[config.mk]
export PLATFORM = sky130hd
export DESIGN_NAME = seg_bank_ctrl
export DESIGN_NICKNAME = d
export VERILOG_FILES = /design/src/rtl/seg_bank_pkg.sv /design/src/rtl/seg_ctrl_reg.sv /design/src/rtl/seg_decode.sv /design/src/rtl/seg_wait_gen.sv /design/src/rtl/seg_bank_ctrl.sv
export SDC_FILE = /design/constraint.sdc
export NUM_CORES = 1
export LEC_CHECK = 0
export BUFFER_PORTS_ARGS = -buffer_cell sky130_fd_sc_hd__buf_2
export CORE_UTILIZATION = 47
export CTS_BUF_LIST = sky130_fd_sc_hd__clkbuf_4 sky130_fd_sc_hd__clkbuf_8
export DETAILED_ROUTE_END_ITERATION = 7
export PLACE_DENSITY = 0.9
export SYNTH_ARGS = -nofsm -noshare
export SYNTH_HDL_FRONTEND = slang
export SYNTH_SLANG_ARGS = --single-unit
[constraint.sdc]
create_clock -name clk -period 1.9 [get_ports clk]
set_input_delay 0.285 -clock clk [delete_from_list [all_inputs] [get_ports clk]]
set_output_delay 0.285 -clock clk [all_outputs]
set_load 0.02 [all_outputs]
[src/rtl/seg_bank_pkg.sv]
// Shared constants for the segment bank controller.
// Assumes an 8-bit control register and eight 8 KB address segments.
package seg_bank_pkg;
    localparam int CTRL_W   = 8;
    localparam int SEG_CNT  = 8;
    localparam int SEG_BITS = 6;            // control bits that govern segments
    localparam int WAIT_BIT = 6;            // video wait-state enable
    // Bits whose sense is inverted (normally-RAM windows): bit 1 and bit 5
    localparam logic [SEG_BITS-1:0] INV_MASK = 6'b100010;

    // Map a segment number to the control bit that governs it
    function automatic int seg_ctrl_idx(input int seg);
        return (seg < SEG_BITS - 1) ? seg : SEG_BITS - 1;
    endfunction
endpackage

[src/rtl/seg_ctrl_reg.sv]
// Control register written one bit at a time or loaded as a whole.
// Assumes a single-bit write overrides a same-cycle load for its own bit.
module seg_ctrl_reg #(
    parameter int W = 8
) (
    input  logic                 clk,
    input  logic                 rst_n,
    input  logic [$clog2(W)-1:0] bit_sel,
    input  logic                 bit_we,
    input  logic                 bit_wd,
    input  logic                 load_we,
    input  logic [W-1:0]         load_data,
    output logic [W-1:0]         ctrl_q,
    output logic                 rd_bit
);
    for (genvar i = 0; i < W; i++) begin : g_bit
        // Hold one control bit; single-bit write takes priority over load
        always_ff @(posedge clk) begin
            if (!rst_n)
                ctrl_q[i] <= 1'b0;
            else if (bit_we && (bit_sel == i[$clog2(W)-1:0]))
                ctrl_q[i] <= bit_wd;
            else if (load_we)
                ctrl_q[i] <= load_data[i];
        end
    end

    // Return the addressed bit for serial read-back
    always_comb rd_bit = ctrl_q[bit_sel];
endmodule

[src/rtl/seg_decode.sv]
// Address decode: picks internal RAM per 8 KB segment and flags the video window.
// Assumes the control bits are stable during an access.
module seg_decode
    import seg_bank_pkg::*;
#(
    parameter logic [15:0] VID_BASE = 16'h8800,
    parameter logic [15:0] VID_MASK = 16'hF800
) (
    input  logic [SEG_BITS-1:0] seg_ctrl,
    input  logic [15:0]         addr,
    output logic                ram_sel,
    output logic                vid_hit
);
    localparam int SEG_SH = 16 - $clog2(SEG_CNT);

    logic [SEG_CNT-1:0] seg_en;

    for (genvar s = 0; s < SEG_CNT; s++) begin : g_seg
        localparam int IDX = seg_ctrl_idx(s);
        // A segment is RAM when its bit differs from the inversion mask
        always_comb seg_en[s] = seg_ctrl[IDX] ^ INV_MASK[IDX];
    end

    // Select the enable of the segment addressed now
    always_comb ram_sel = seg_en[addr[15:SEG_SH]];

    // Detect the video port window
    always_comb vid_hit = ((addr & VID_MASK) == VID_BASE);
endmodule

[src/rtl/seg_wait_gen.sv]
// Ready generator: counts the cycles of an access and raises ready on the last one.
// Assumes mem_req stays high until ready, and restarts after each completion.
module seg_wait_gen #(
    parameter int FAST_CYC  = 2,
    parameter int SLOW_CYC  = 6,
    parameter int VID_EXTRA = 4,
    localparam int CNT_W    = $clog2(SLOW_CYC + VID_EXTRA + 1)
) (
    input  logic             clk,
    input  logic             rst_n,
    input  logic             req,
    input  logic             fast,
    input  logic             vid_wait,
    output logic             ready,
    output logic [CNT_W-1:0] cnt_q
);
    localparam logic [CNT_W-1:0] LAST_FAST = CNT_W'(FAST_CYC - 1);
    localparam logic [CNT_W-1:0] LAST_SLOW = CNT_W'(SLOW_CYC - 1);
    localparam logic [CNT_W-1:0] LAST_VID  = CNT_W'(SLOW_CYC + VID_EXTRA - 1);

    logic [CNT_W-1:0] last;

    // Choose the final cycle index for the current access kind
    always_comb begin
        if (fast)          last = LAST_FAST;
        else if (vid_wait) last = LAST_VID;
        else               last = LAST_SLOW;
    end

    // Complete the access when the count reaches the final index
    always_comb ready = req && (cnt_q == last);

    // Advance the count during an access, clear it when idle or done
    always_ff @(posedge clk) begin
        if (!rst_n)
            cnt_q <= '0;
        else if (req && !ready)
            cnt_q <= cnt_q + 1'b1;
        else
            cnt_q <= '0;
    end
endmodule

[src/rtl/seg_bank_ctrl.sv]
// Top: segment bank controller with bit-addressed control register,
// per-segment RAM decode and video wait-state insertion.
// Assumes the CPU holds mem_req and mem_addr until ready.
module seg_bank_ctrl
    import seg_bank_pkg::*;
#(
    parameter int          FAST_CYC  = 2,
    parameter int          SLOW_CYC  = 6,
    parameter int          VID_EXTRA = 4,
    parameter logic [15:0] VID_BASE  = 16'h8800,
    parameter logic [15:0] VID_MASK  = 16'hF800
) (
    input  logic        clk,
    input  logic        rst_n,
    input  logic [2:0]  bit_sel,
    input  logic        bit_we,
    input  logic        bit_wd,
    input  logic        load_we,
    input  logic [7:0]  load_data,
    output logic        rd_bit,
    input  logic        mem_req,
    input  logic [15:0] mem_addr,
    output logic        ram_sel,
    output logic        ext_en,
    output logic        ready
);
    localparam int CNT_W = $clog2(SLOW_CYC + VID_EXTRA + 1);

    logic [CTRL_W-1:0] ctrl_q;
    logic [CNT_W-1:0]  cnt_q;
    logic              vid_hit;

    seg_ctrl_reg #(.W(CTRL_W)) u_reg (
        .clk(clk), .rst_n(rst_n), .bit_sel(bit_sel), .bit_we(bit_we),
        .bit_wd(bit_wd), .load_we(load_we), .load_data(load_data),
        .ctrl_q(ctrl_q), .rd_bit(rd_bit)
    );

    seg_decode #(.VID_BASE(VID_BASE), .VID_MASK(VID_MASK)) u_dec (
        .seg_ctrl(ctrl_q[SEG_BITS-1:0]), .addr(mem_addr),
        .ram_sel(ram_sel), .vid_hit(vid_hit)
    );

    seg_wait_gen #(.FAST_CYC(FAST_CYC), .SLOW_CYC(SLOW_CYC), .VID_EXTRA(VID_EXTRA)) u_wait (
        .clk(clk), .rst_n(rst_n), .req(mem_req), .fast(ram_sel),
        .vid_wait(vid_hit && ctrl_q[WAIT_BIT]), .ready(ready), .cnt_q(cnt_q)
    );

    // Pass the access on whenever internal RAM does not take it
    always_comb ext_en = !ram_sel;
endmodule

=== After elaboration in Yosys (flattened, before gate mapping) ===
Index checks and enable logic that the tools add are counted.

* Output and inout port bits: 4
* Memories: 0
* Latch bits: 0
* Flip-flop bits (word level): 12
* Word-level logic and storage cells: 68
* RAM bits: 0
* Input port bits: 33
* Memory bits (read-only): 0

* Equal/unequal tests: 9
* Div/mod/pow operators: 0
* Add/sub/neg operators: 1
* $mul: 0
* Shift-type cells: 0
* $lt $le $gt $ge: 2
* Bitwise operators: 2
* Multiplexer cells: 22
* Reductions and logical operators: 23

{| class="wikitable"
|+ Operators with widths
! kind !! count
|-
| $mux 1 || 18
|-
| $reduce_bool 2->1 || 8
|-
| $eq 3x3->1 const B || 4
|-
| $logic_and 1x1->1 || 11
|-
| $lt 3x4->1 const B || 2
|-
| $mux 4 || 2
|-
| $bmux 1 s3 || 2
|-
| $eq 3x2->1 const B || 2
|-
| $eq 5x5->1 const B || 1
|-
| $add 4x1->4 const B || 1
|-
| $eq 4x4->1 || 1
|-
| $eq 3x1->1 const B || 1
|-
| $logic_not 3->1 || 1
|-
| $logic_not 1->1 || 2
|-
| $not 1->1 || 2
|-
| $reduce_and 2->1 || 1
|}

=== Longest topological paths before layout ===
Gate-level depths: netlist of run 1.

* Depth after elaboration: 9
* Depth in mapped cells: 6

=== Cells and area by module ===
From an unflattened synthesis of run 1, not the netlist that was laid out.

* Cells, all modules: 77
* Area, all modules: 777.0 sq um

{| class="wikitable"
|+ By module, submodules not included
! module !! area each (sq um) !! cells each !! instances !! sequential area each (sq um)
|-
| seg_ctrl_reg || 470.5 || 44 || 1 || 160.2
|-
| seg_wait_gen || 234.0 || 24 || 1 || 80.1
|-
| seg_decode || 62.6 || 7 || 1 || 0.0
|-
| seg_bank_ctrl || 10.0 || 2 || 1 || 0.0
|}

=== Worst setup path after synthesis of run 1 ===
OpenSTA, ideal clock, no wires.

* Path type: reg2out
* From: register u_reg.ctrl_q[1]
* To: output port ready
* Arrival: 1.649 ns
* Path slack: -0.034 ns
* Required time: 1.615 ns
* Cell stages (with the launch flop): 6
* Cell sequence: dfxtp_1 -> inv_1 -> mux4_2 -> a21oi_4 -> mux2_4 -> and2_1

* Word-level cells in the longest chain between the ends: 6

{| class="wikitable"
|+ Ends and longest elaborated chain
! item !! line !! RTL
|-
| start: declaration || seg_ctrl_reg.sv:13 || <nowiki>output logic [W-1:0] ctrl_q,</nowiki>
|-
| start signal: indexed assignment || seg_ctrl_reg.sv:22 || <nowiki>ctrl_q[i] <= bit_wd;</nowiki>
|-
| start signal: indexed assignment || seg_ctrl_reg.sv:24 || <nowiki>ctrl_q[i] <= load_data[i];</nowiki>
|-
| $not 1->1 (no line) || -- ||
|-
| $bmux 1 s3 || seg_decode.sv:25 || <nowiki>always_comb ram_sel = seg_en[addr[15:SEG_SH]];</nowiki>
|-
| $mux 1 (not written as such) || seg_decode.sv:25 ||
|-
| $mux 4 || seg_wait_gen.sv:25 || <nowiki>if (fast) last = LAST_FAST;</nowiki>
|-
| $eq 4x4->1 || seg_wait_gen.sv:31 || <nowiki>always_comb ready = req && (cnt_q == last);</nowiki>
|-
| $logic_and 1x1->1 || seg_wait_gen.sv:31 ||
|-
| end: declaration || seg_bank_ctrl.sv:25 || <nowiki>output logic ready</nowiki>
|}

No other way between the ends. The select of a mux whose other input is x is not followed.

=== Worst setup path in the final report of run 1 ===
Same ends and word-level chain as after synthesis.

==> results of run 1 <==
area by class of cell:
| class | instances | area (um2) | share of cell area, % |
|---|---|---|---|
| clock buffer | 4 | 36.3 | 3.61 |
| inverter | 4 | 15.0 | 1.49 |
| multi-input combinational | 58 | 502 | 49.9 |
| sequential | 12 | 241 | 24.0 |
| tap | 16 | 20.0 | 1.99 |
| timing repair buffer | 32 | 190 | 18.9 |
placed cells by master, fill, tap and decap left out, types with 2 or more instances in the layout:
| cell | n |
|---|---|
| buf_2 | 23 |
| dfxtp_1 | 11 |
| mux2i_1 | 8 |
| nand2_1 | 7 |
| buf_4 | 7 |
| nor3_1 | 5 |
| o21ai_0 | 4 |
| o211a_1 | 4 |
| o311a_1 | 4 |
| inv_1 | 3 |
| mux4_2 | 3 |
| nand2b_1 | 3 |
| or2_1 | 3 |
| clkbuf_4 | 3 |
| nand3b_1 | 2 |
| nand4b_1 | 2 |
| ha_1 | 2 |
| buf_6 | 2 |
worst max-delay path, stage by stage, from the launching register on:
cell,delay (ps)
dfxtp_2,340
inv_2,40
mux4_2,490
a21oi_4,160
mux2_4,320
and2_4,140
buf_6,120
worst paths after layout:
check | to | cells past startpoint
setup / recovery | ready | 6
hold / removal | u_reg.ctrl_q[0]$_SDFFE_PN0P_ | 2
setup reg to reg | u_wait.cnt_q[3]$_SDFF_PN0_ | 6
hold reg to reg | u_wait.cnt_q[0]$_SDFF_PN0_ | 1
per-layer routing:
metal	wire, um	GRT usage [%]
met4	57	13.8
met5	0	0
met2	848	35.7
met3	125	3.45
met1	733	25.4
registers in the layout, summed over array words and instances (netlist names):
register,cells
u_reg.ctrl_q,8
u_wait.cnt_q,4
power breakdown:
part	switching (mW)	leakage, nW	internal, mW
Sequential	0.0112	0.0991	0.266
Combinational	0.0758	0.363	0.0864
Clock	0.0865	0.0210	0.116
Total	0.173	0.483	0.469
cell families (layout without fill, tap and decap cells):
kind of cell             Yosys count  in the layout  synth area share, %
AND/OR/NAND/NOR                   26             26                 19.1
AO/OA/AOI/OAI                     15             15                 17.8
multiplexers                      13             13                 22.7
flip-flops                        12             12                 31.4
buffers and inverters              7             40                 3.43
adder cells (fa/ha/maj)            2              2                 3.27
XOR/XNOR                           2              2                 2.29
through the flow:
stage,std cells,total power [mW],hold slack [ps]
after floorplan,77,0.371,457
after global placement,119,0.423,474
after detailed placement,119,0.429,496
after CTS,125,0.638,319
after global routing,126,0.678,310
final,126,0.643,324
what timing repair did:
| item | CTS | global route |
|---|---|---|
| pin swaps | 2 | 1 |
| hold buffers | 0 | 0 |
| setup endpoints to repair | 2 | 4 |
| gates resized for setup | 4 | 2 |
| setup buffers | 2 | 1 |
==> flow_summary.ini, run 1 <==
[sta]
worstMarginPinSlew_ps = 255
period_needed_ps = 2180
slew_violations = 0
setup_viol = 4
hold_viol_final = 0
timing.final.crit_share_pct = 115
fin_skew_ps = 7.41
slew_headroom_pct = 83.0
layout_setup_ws_ps = -280
fin_tns_setup_ps = -387
fmax_ghz = 0.459
rsz0062_at_grt = true

[setup_path]
critical_path_class = reg2out
startpoint_type = flip-flop
end_kind = output port
arrival_ps = 1900
r2r-start = u_reg.ctrl_q[1]$_SDFFE_PN0P_
critPathMaxFanout = 2
rrSetupSlack_ps = 150
critical_path_required_ps = 1620
crit_start = u_reg.ctrl_q[1]$_SDFFE_PN0P_

[detailed_routing]
drt.antenna.violating_nets = 0
drcViolationCount = 0
wirelength_um = 1760
vias = 743
viasPerCell = 5.90
routedWlPerCell_um = 14.0
dr.pass1.iters = 4
drtIter0Drc = 31

[final_layout]
areaGrowthSynthToFinish_pct = 31.2
final_util_pct = 66.7
fin_area_mm2 = 0.00100
fin_nets = 146
layout-drive-gt1-share_pct = 41.8
n_antenna_cell = 0
fillers = 119

[clocking]
cts_buffers = 3
htreeDepth = 1
insertion_delay_ps = 270
cts_num_sinks = 12
cts_root_buffer = clkbuf_4
clk_pin_slew_ps = 80
cts_tree = yes
cts_max_path_buffers = 2

[synthesis]
synth.distinct_cells = 27
ys.flop_type = dfxtp_1
yosysTopAreaCell = dfxtp_1
ys.warnings.count = 0
synth_most_common_cell = dfxtp_1
yosysSeqAreaShare_pct = 31.4
syn-num-nets = 112
synth_area_leaders = dfxtp_1 31%, mux2i_1 10%, mux4_2 8.8%, o211a_1 5.2%, o311a_1 5.2%
synth_commonest_cells = 12 x dfxtp_1, 8 x mux2i_1, 7 x nand2_1, 5 x nor3_1
netlist_area_um2 = 766
yosysTopAreaCellShare_pct = 31.4
ys_ff_latch = 12
synth_edf_count = 0
async_flop_share_pct = 0
postSynthCellCount = 77
syn_area_per_cell_um2 = 9.94

[job]
cap_violations = 0

[floorplanning]
coreArea_mm2 = 0.00151
die_area_mm2 = 0.00179
fp.dieH_um = 42.4
die_x_um = 42.4
placementRows = 14
pin_count = 37
start_util_pct = 50.8

[pwr]
power_leakage_nw = 0.483
ir_worst_vdd_mv = 0.386
power_density_mw_per_mm2 = 640

[grt]
groute.usage.overall_pct = 21.5
antenna_found_initial = 0
grt_pass1_wl_um = 2920
gr-total-overflow = 0
grt_pass1_vias = 710
grt_max_degree = 10

[status]
violations = negative setup slack
status = finished with violations

[placement]
gp_congestion = 0.810
dp_hpwl_um = 1360
dpl_worst_slack_ps = -105
io_buffers = 25
dpl-instance-area_um2 = 932

[min_path]
hp-class = in2reg
min_from = rst_n
No activity file was read; power rests on OpenSTA's default activity.
==> run 2, diff against run 1 <==
--- a/config.mk
+++ b/config.mk
@@ -6,10 +6,11 @@
 export NUM_CORES = 1
 export LEC_CHECK = 0
 export BUFFER_PORTS_ARGS = -buffer_cell sky130_fd_sc_hd__buf_2
-export CORE_UTILIZATION = 47
+export CORE_ASPECT_RATIO = 0.75
+export CORE_UTILIZATION = 42
 export CTS_BUF_LIST = sky130_fd_sc_hd__clkbuf_4 sky130_fd_sc_hd__clkbuf_8
 export DETAILED_ROUTE_END_ITERATION = 7
-export PLACE_DENSITY = 0.9
+export PLACE_DENSITY = 0.86
 export SYNTH_ARGS = -nofsm -noshare
 export SYNTH_HDL_FRONTEND = slang
 export SYNTH_SLANG_ARGS = --single-unit
==> constraint.sdc (replaced) <==
create_clock -name clk -period 1.8 [get_ports clk]
set_input_delay 0.27 -clock clk [delete_from_list [all_inputs] [get_ports clk]]
set_output_delay 0.27 -clock clk [all_outputs]
set_load 0.02 [all_outputs]
==> flow_summary.ini, run 2 (synthesized netlist as in run 1, its figures left out) <==
[final_layout]
areaGrowthSynthToFinish_pct = 30.9
n_antenna_cell = 0
final_common_cell = buf_2
multi_input_area_um2 = 507
top_regs = u_reg.ctrl_q x8, u_wait.cnt_q x4
regArea_um2 = 241
final_cell_mix = 23 x buf_2, 11 x dfxtp_1, 8 x mux2i_1
top_register = u_reg.ctrl_q
layout-drive-gt1-share_pct = 42.2
finalNonFillerCells = 130
fillers = 145
largest_reg_flops = 8
fin_nets = 146

[grt]
grt_pass1_wl_um = 3080
antenna_found_initial = 0
groute.usage.overall_pct = 21.9
grt_max_degree = 10
grt_pass1_vias = 684
gr-total-overflow = 0

[setup_path]
rrSetupSlack_ps = 40
slowest_delay_ps = 480
critical_path_required_ps = 1530
slowest_stage = mux4_2
startpoint_type = flip-flop
end_kind = output port
arrival_ps = 1870
critPathMaxFanout = 2
critical_path_class = reg2out
worstPathCellList = inv_2 -> mux4_2 -> a21oi_4 -> mux2_4 -> and2_4 -> buf_6

[floorplanning]
die_area_mm2 = 0.00200
coreArea_mm2 = 0.00159
die_x_um = 51.3
fp.dieH_um = 39.0
start_util_pct = 48.1
placementRows = 12
pin_count = 37

[sta]
slew_headroom_pct = 82.8
layout_setup_ws_ps = -341
rsz0062_at_grt = true
timing.final.crit_share_pct = 119
worstMarginPinSlew_ps = 258
slew_violations = 0
hold_viol_final = 0
fin_skew_ps = 1.17
period_needed_ps = 2140
fmax_ghz = 0.467
setup_viol = 4
fin_tns_setup_ps = -645

[pwr]
power_leakage_nw = 0.480
p_total_mw = 0.629
power_density_mw_per_mm2 = 627
ir_worst_vdd_mv = 0.405

[placement]
io_buffers = 25
dpl_worst_slack_ps = -145
dp.cells = 126
gp_congestion = 0.861
dp_hpwl_um = 1460

[detailed_routing]
viasPerCell = 5.55
routedWlPerCell_um = 14.1
wirelength_um = 1840
drt.antenna.violating_nets = 0
drcViolationCount = 0
drtIter0Drc = 20
dr.pass1.iters = 4
vias = 721

[clocking]
cts_num_sinks = 12
cts_tree = yes
cts_buffers = 3
clk_pin_slew_ps = 70
htreeDepth = 1
cts_root_buffer = clkbuf_4
cts_max_path_buffers = 2
insertion_delay_ps = 270

[status]
status = finished with violations
violations = negative setup slack

[min_path]
hp-class = in2reg

[job]
cap_violations = 0
## run 2: changes by cell type in the layout (fill, tap and decap cells not counted), sizes merged
cell,previous run,this run
clkbuf,4,3
## run 2: worst max-delay path: cells and delay by family (launching register included)
kind | cells | cell delay [ps]
buffers and inverters | 2 | 160
flip-flops | 1 | 330
multiplexers | 2 | 800
AND/OR/NAND/NOR | 1 | 140
AO/OA/AOI/OAI | 1 | 170
## run 2: power breakdown
| group | internal [mW] | switching (mW) | total (mW) | leakage, nW |
|---|---|---|---|---|
| registers | 0.281 | 0.0120 | 0.293 | 0.0991 |
| clock network | 0.0774 | 0.0844 | 0.162 | 0.0138 |
| logic | 0.0919 | 0.0818 | 0.174 | 0.368 |
## run 2: metal layers
metal  track usage [%]  up-vias  part of all wire [%]
met5                 0        -                     0
met4              8.78        0                  0.76
li1                  -      358                     -
met2              34.5       18                    47
met1              29.0      343                    47
met3              5.49        2                   5.5
## run 2: worst paths after layout
kind / depth (start not counted) / from / to
max: 6 / u_reg.ctrl_q[1]$_SDFFE_PN0P_ / ready
min: 2 / rst_n / u_reg.ctrl_q[1]$_SDFFE_PN0P_
max reg2reg: 6 / u_reg.ctrl_q[1]$_SDFFE_PN0P_ / u_wait.cnt_q[3]$_SDFF_PN0_
min reg2reg: 1 / u_wait.cnt_q[0]$_SDFF_PN0_ / u_wait.cnt_q[0]$_SDFF_PN0_
## run 2: cell type report
class / instances / share of cell area, %
Timing Repair Buffer: 32 / 19.0
Clock buffer: 3 / 2.25
Multi-Input combinational cell: 58 / 50.6
Inverter: 4 / 1.50
Sequential cell: 12 / 24.1
Tap cell: 21 / 2.62
## run 2: per-stage QoR
step / utilization, % / instance area, um2 / hold WS, ps
after floorplan: - / 768 / 455
after global placement: 59.9 / 953 / 472
after detailed placement: 59.9 / 953 / 498
after CTS: 62.7 / 997 / 314
after global routing: 63.0 / 1000 / 319
final: 63.0 / 1000 / 324
## run 2: timing repair
action	in CTS	in global routing
hold buffers	0	0
endpoints found under the setup margin	4	7
pin swaps	1	1
buffers inserted	1	0
gates resized for setup	6	1
endpoints found under the hold margin	0	0
==> run 3, diff against run 2 <==
--- a/config.mk
+++ b/config.mk
@@ -11,6 +11,7 @@
 export CTS_BUF_LIST = sky130_fd_sc_hd__clkbuf_4 sky130_fd_sc_hd__clkbuf_8
 export DETAILED_ROUTE_END_ITERATION = 7
 export PLACE_DENSITY = 0.86
+export RECOVER_POWER = 50
 export SYNTH_ARGS = -nofsm -noshare
 export SYNTH_HDL_FRONTEND = slang
 export SYNTH_SLANG_ARGS = --single-unit
==> flow_summary.ini, run 3 (synthesized netlist as in run 1, its figures left out) <==
[sta]
period_needed_ps = 2140
fmax_ghz = 0.467
rsz0062_at_grt = true
layout_setup_ws_ps = -340
setup_viol = 4
hold_viol_final = 0
slew_violations = 0
worstMarginPinSlew_ps = 256
fin_skew_ps = 1.95
hold_slack_ps = 319
timing.final.crit_share_pct = 119
slew_headroom_pct = 83.0

[setup_path]
reg2reg_depth = 6
cp.depth = 6
slowest_delay_ps = 480
path_delay_family = multiplexers
critPathBufInv = 2
arrival_ps = 1870
critical_path_class = reg2out
critPathMaxFanout = 2
end_kind = output port
startpoint_type = flip-flop
worstPathCellList = inv_2 -> mux4_2 -> a21oi_4 -> mux2_4 -> and2_4 -> buf_6
critical_path_required_ps = 1530
slowest_stage = mux4_2

[grt]
gr-total-overflow = 0
groute.usage.overall_pct = 21.9
grt_pass1_vias = 684
antenna_found_initial = 0
grt_max_degree = 10
grt_pass1_wl_um = 3080

[floorplanning]
coreArea_mm2 = 0.00159
die_area_mm2 = 0.00200
start_util_pct = 48.1
die_x_um = 51.3
pin_count = 37
placementRows = 12
fp.dieH_um = 39.0

[final_layout]
finalNonFillerCells = 130
layout-drive-gt1-share_pct = 41.3
largest_reg_flops = 8
n_antenna_cell = 0
final_cell_mix = 22 x buf_2, 11 x dfxtp_1, 8 x mux2i_1
final_util_pct = 62.9
areaGrowthSynthToFinish_pct = 30.7
fin_nets = 146
fin_area_mm2 = 0.00100
final_common_cell = buf_2
top_register = u_reg.ctrl_q
top_regs = u_reg.ctrl_q x8, u_wait.cnt_q x4

[detailed_routing]
vias = 707
viasPerCell = 5.44
wirelength_um = 1810
dr.pass1.iters = 4
drt.antenna.violating_nets = 0
drcViolationCount = 0
routedWlPerCell_um = 13.9
drtIter0Drc = 17

[pwr]
pwr-share-seq_pct = 46.6
power.switching_mw = 0.178
swShare_pct = 28.3
p_int_mw = 0.450
ir_worst_vdd_mv = 0.403
power_leakage_nw = 0.477
p_comb_share_pct = 27.6
p_total_mw = 0.628
power_density_mw_per_mm2 = 627
clock_power_share_pct = 25.8

[placement]
io_buffers = 25
gp_congestion = 0.861
dp_hpwl_um = 1460
dp.cells = 126
dpl-instance-area_um2 = 953

[clocking]
cts_num_sinks = 12
htreeDepth = 1
cts_tree = yes
cts_max_path_buffers = 2
insertion_delay_ps = 270
cts_hold_buf = 0
clk_pin_slew_ps = 70
cts_buffers = 3
cts_root_buffer = clkbuf_4

[min_path]
hp-class = in2reg
holdPathStages = 2

[status]
status = finished with violations
violations = negative setup slack

[job]
cap_violations = 0
run 3: stage by stage:
step	TNS, ps	setup slack, ps
floorplan	-35.7	-35.7
global placement	-136	-136
detailed placement	-170	-145
CTS	-748	-375
global route	-868	-401
finish	-641	-340
run 3: area by class of cell:
type                    count  area [um2]
clock buffers               3        22.5
fillers                   145         591
inverters                   4        15.0
multi-input cells          58         507
flip-flops and latches     12         241
well taps                  21        26.3
repair buffers             32         189
run 3: final timing paths:
check / to / startpoint / slack (ps)
hold / removal: u_reg.ctrl_q[1]$_SDFFE_PN0P_ / rst_n / 320
setup / recovery: ready / u_reg.ctrl_q[1]$_SDFFE_PN0P_ / -340
setup reg to reg: u_wait.cnt_q[3]$_SDFF_PN0_ / u_reg.ctrl_q[1]$_SDFFE_PN0P_ / 50
hold reg to reg: u_wait.cnt_q[0]$_SDFF_PN0_ / u_wait.cnt_q[0]$_SDFF_PN0_ / 510
run 3: worst reg2reg max path: stages, from the launching register on:
cell     delay [ps]
dfxtp_2         330
inv_2            40
mux4_2          480
a21oi_4         170
mux2_4          320
buf_4           150
nor3_1          180
run 3: metal layers:
| metal | global-route usage [%] | up-vias | routed length [um] |
|---|---|---|---|
| met1 | 29.0 | 324 | 844 |
| met3 | 5.49 | 4 | 114 |
| met4 | 8.78 | 0 | 21 |
| met2 | 34.5 | 21 | 832 |
| li1 | - | 358 | - |
| met5 | 0 | - | 0 |
run 3: power by group through the flow:
stage / clock network (mW) / logic (mW) / registers (mW)
global route: 0.180 / 0.187 / 0.295
CTS: 0.165 / 0.173 / 0.292
detailed placement: 0 / 0.164 / 0.298
finish: 0.162 / 0.173 / 0.293
floorplan: 0 / 0.0970 / 0.294
global placement: 0 / 0.157 / 0.296
run 3: what timing repair did:
| action | 4_1_cts | 5_1_grt |
|---|---|---|
| pin swaps | 1 | 1 |
| hold endpoints to repair | 0 | 0 |
| gates cloned | 0 | 0 |
| gates resized for setup | 6 | 1 |
| setup buffers | 1 | 0 |
| setup endpoints to repair | 4 | 7 |
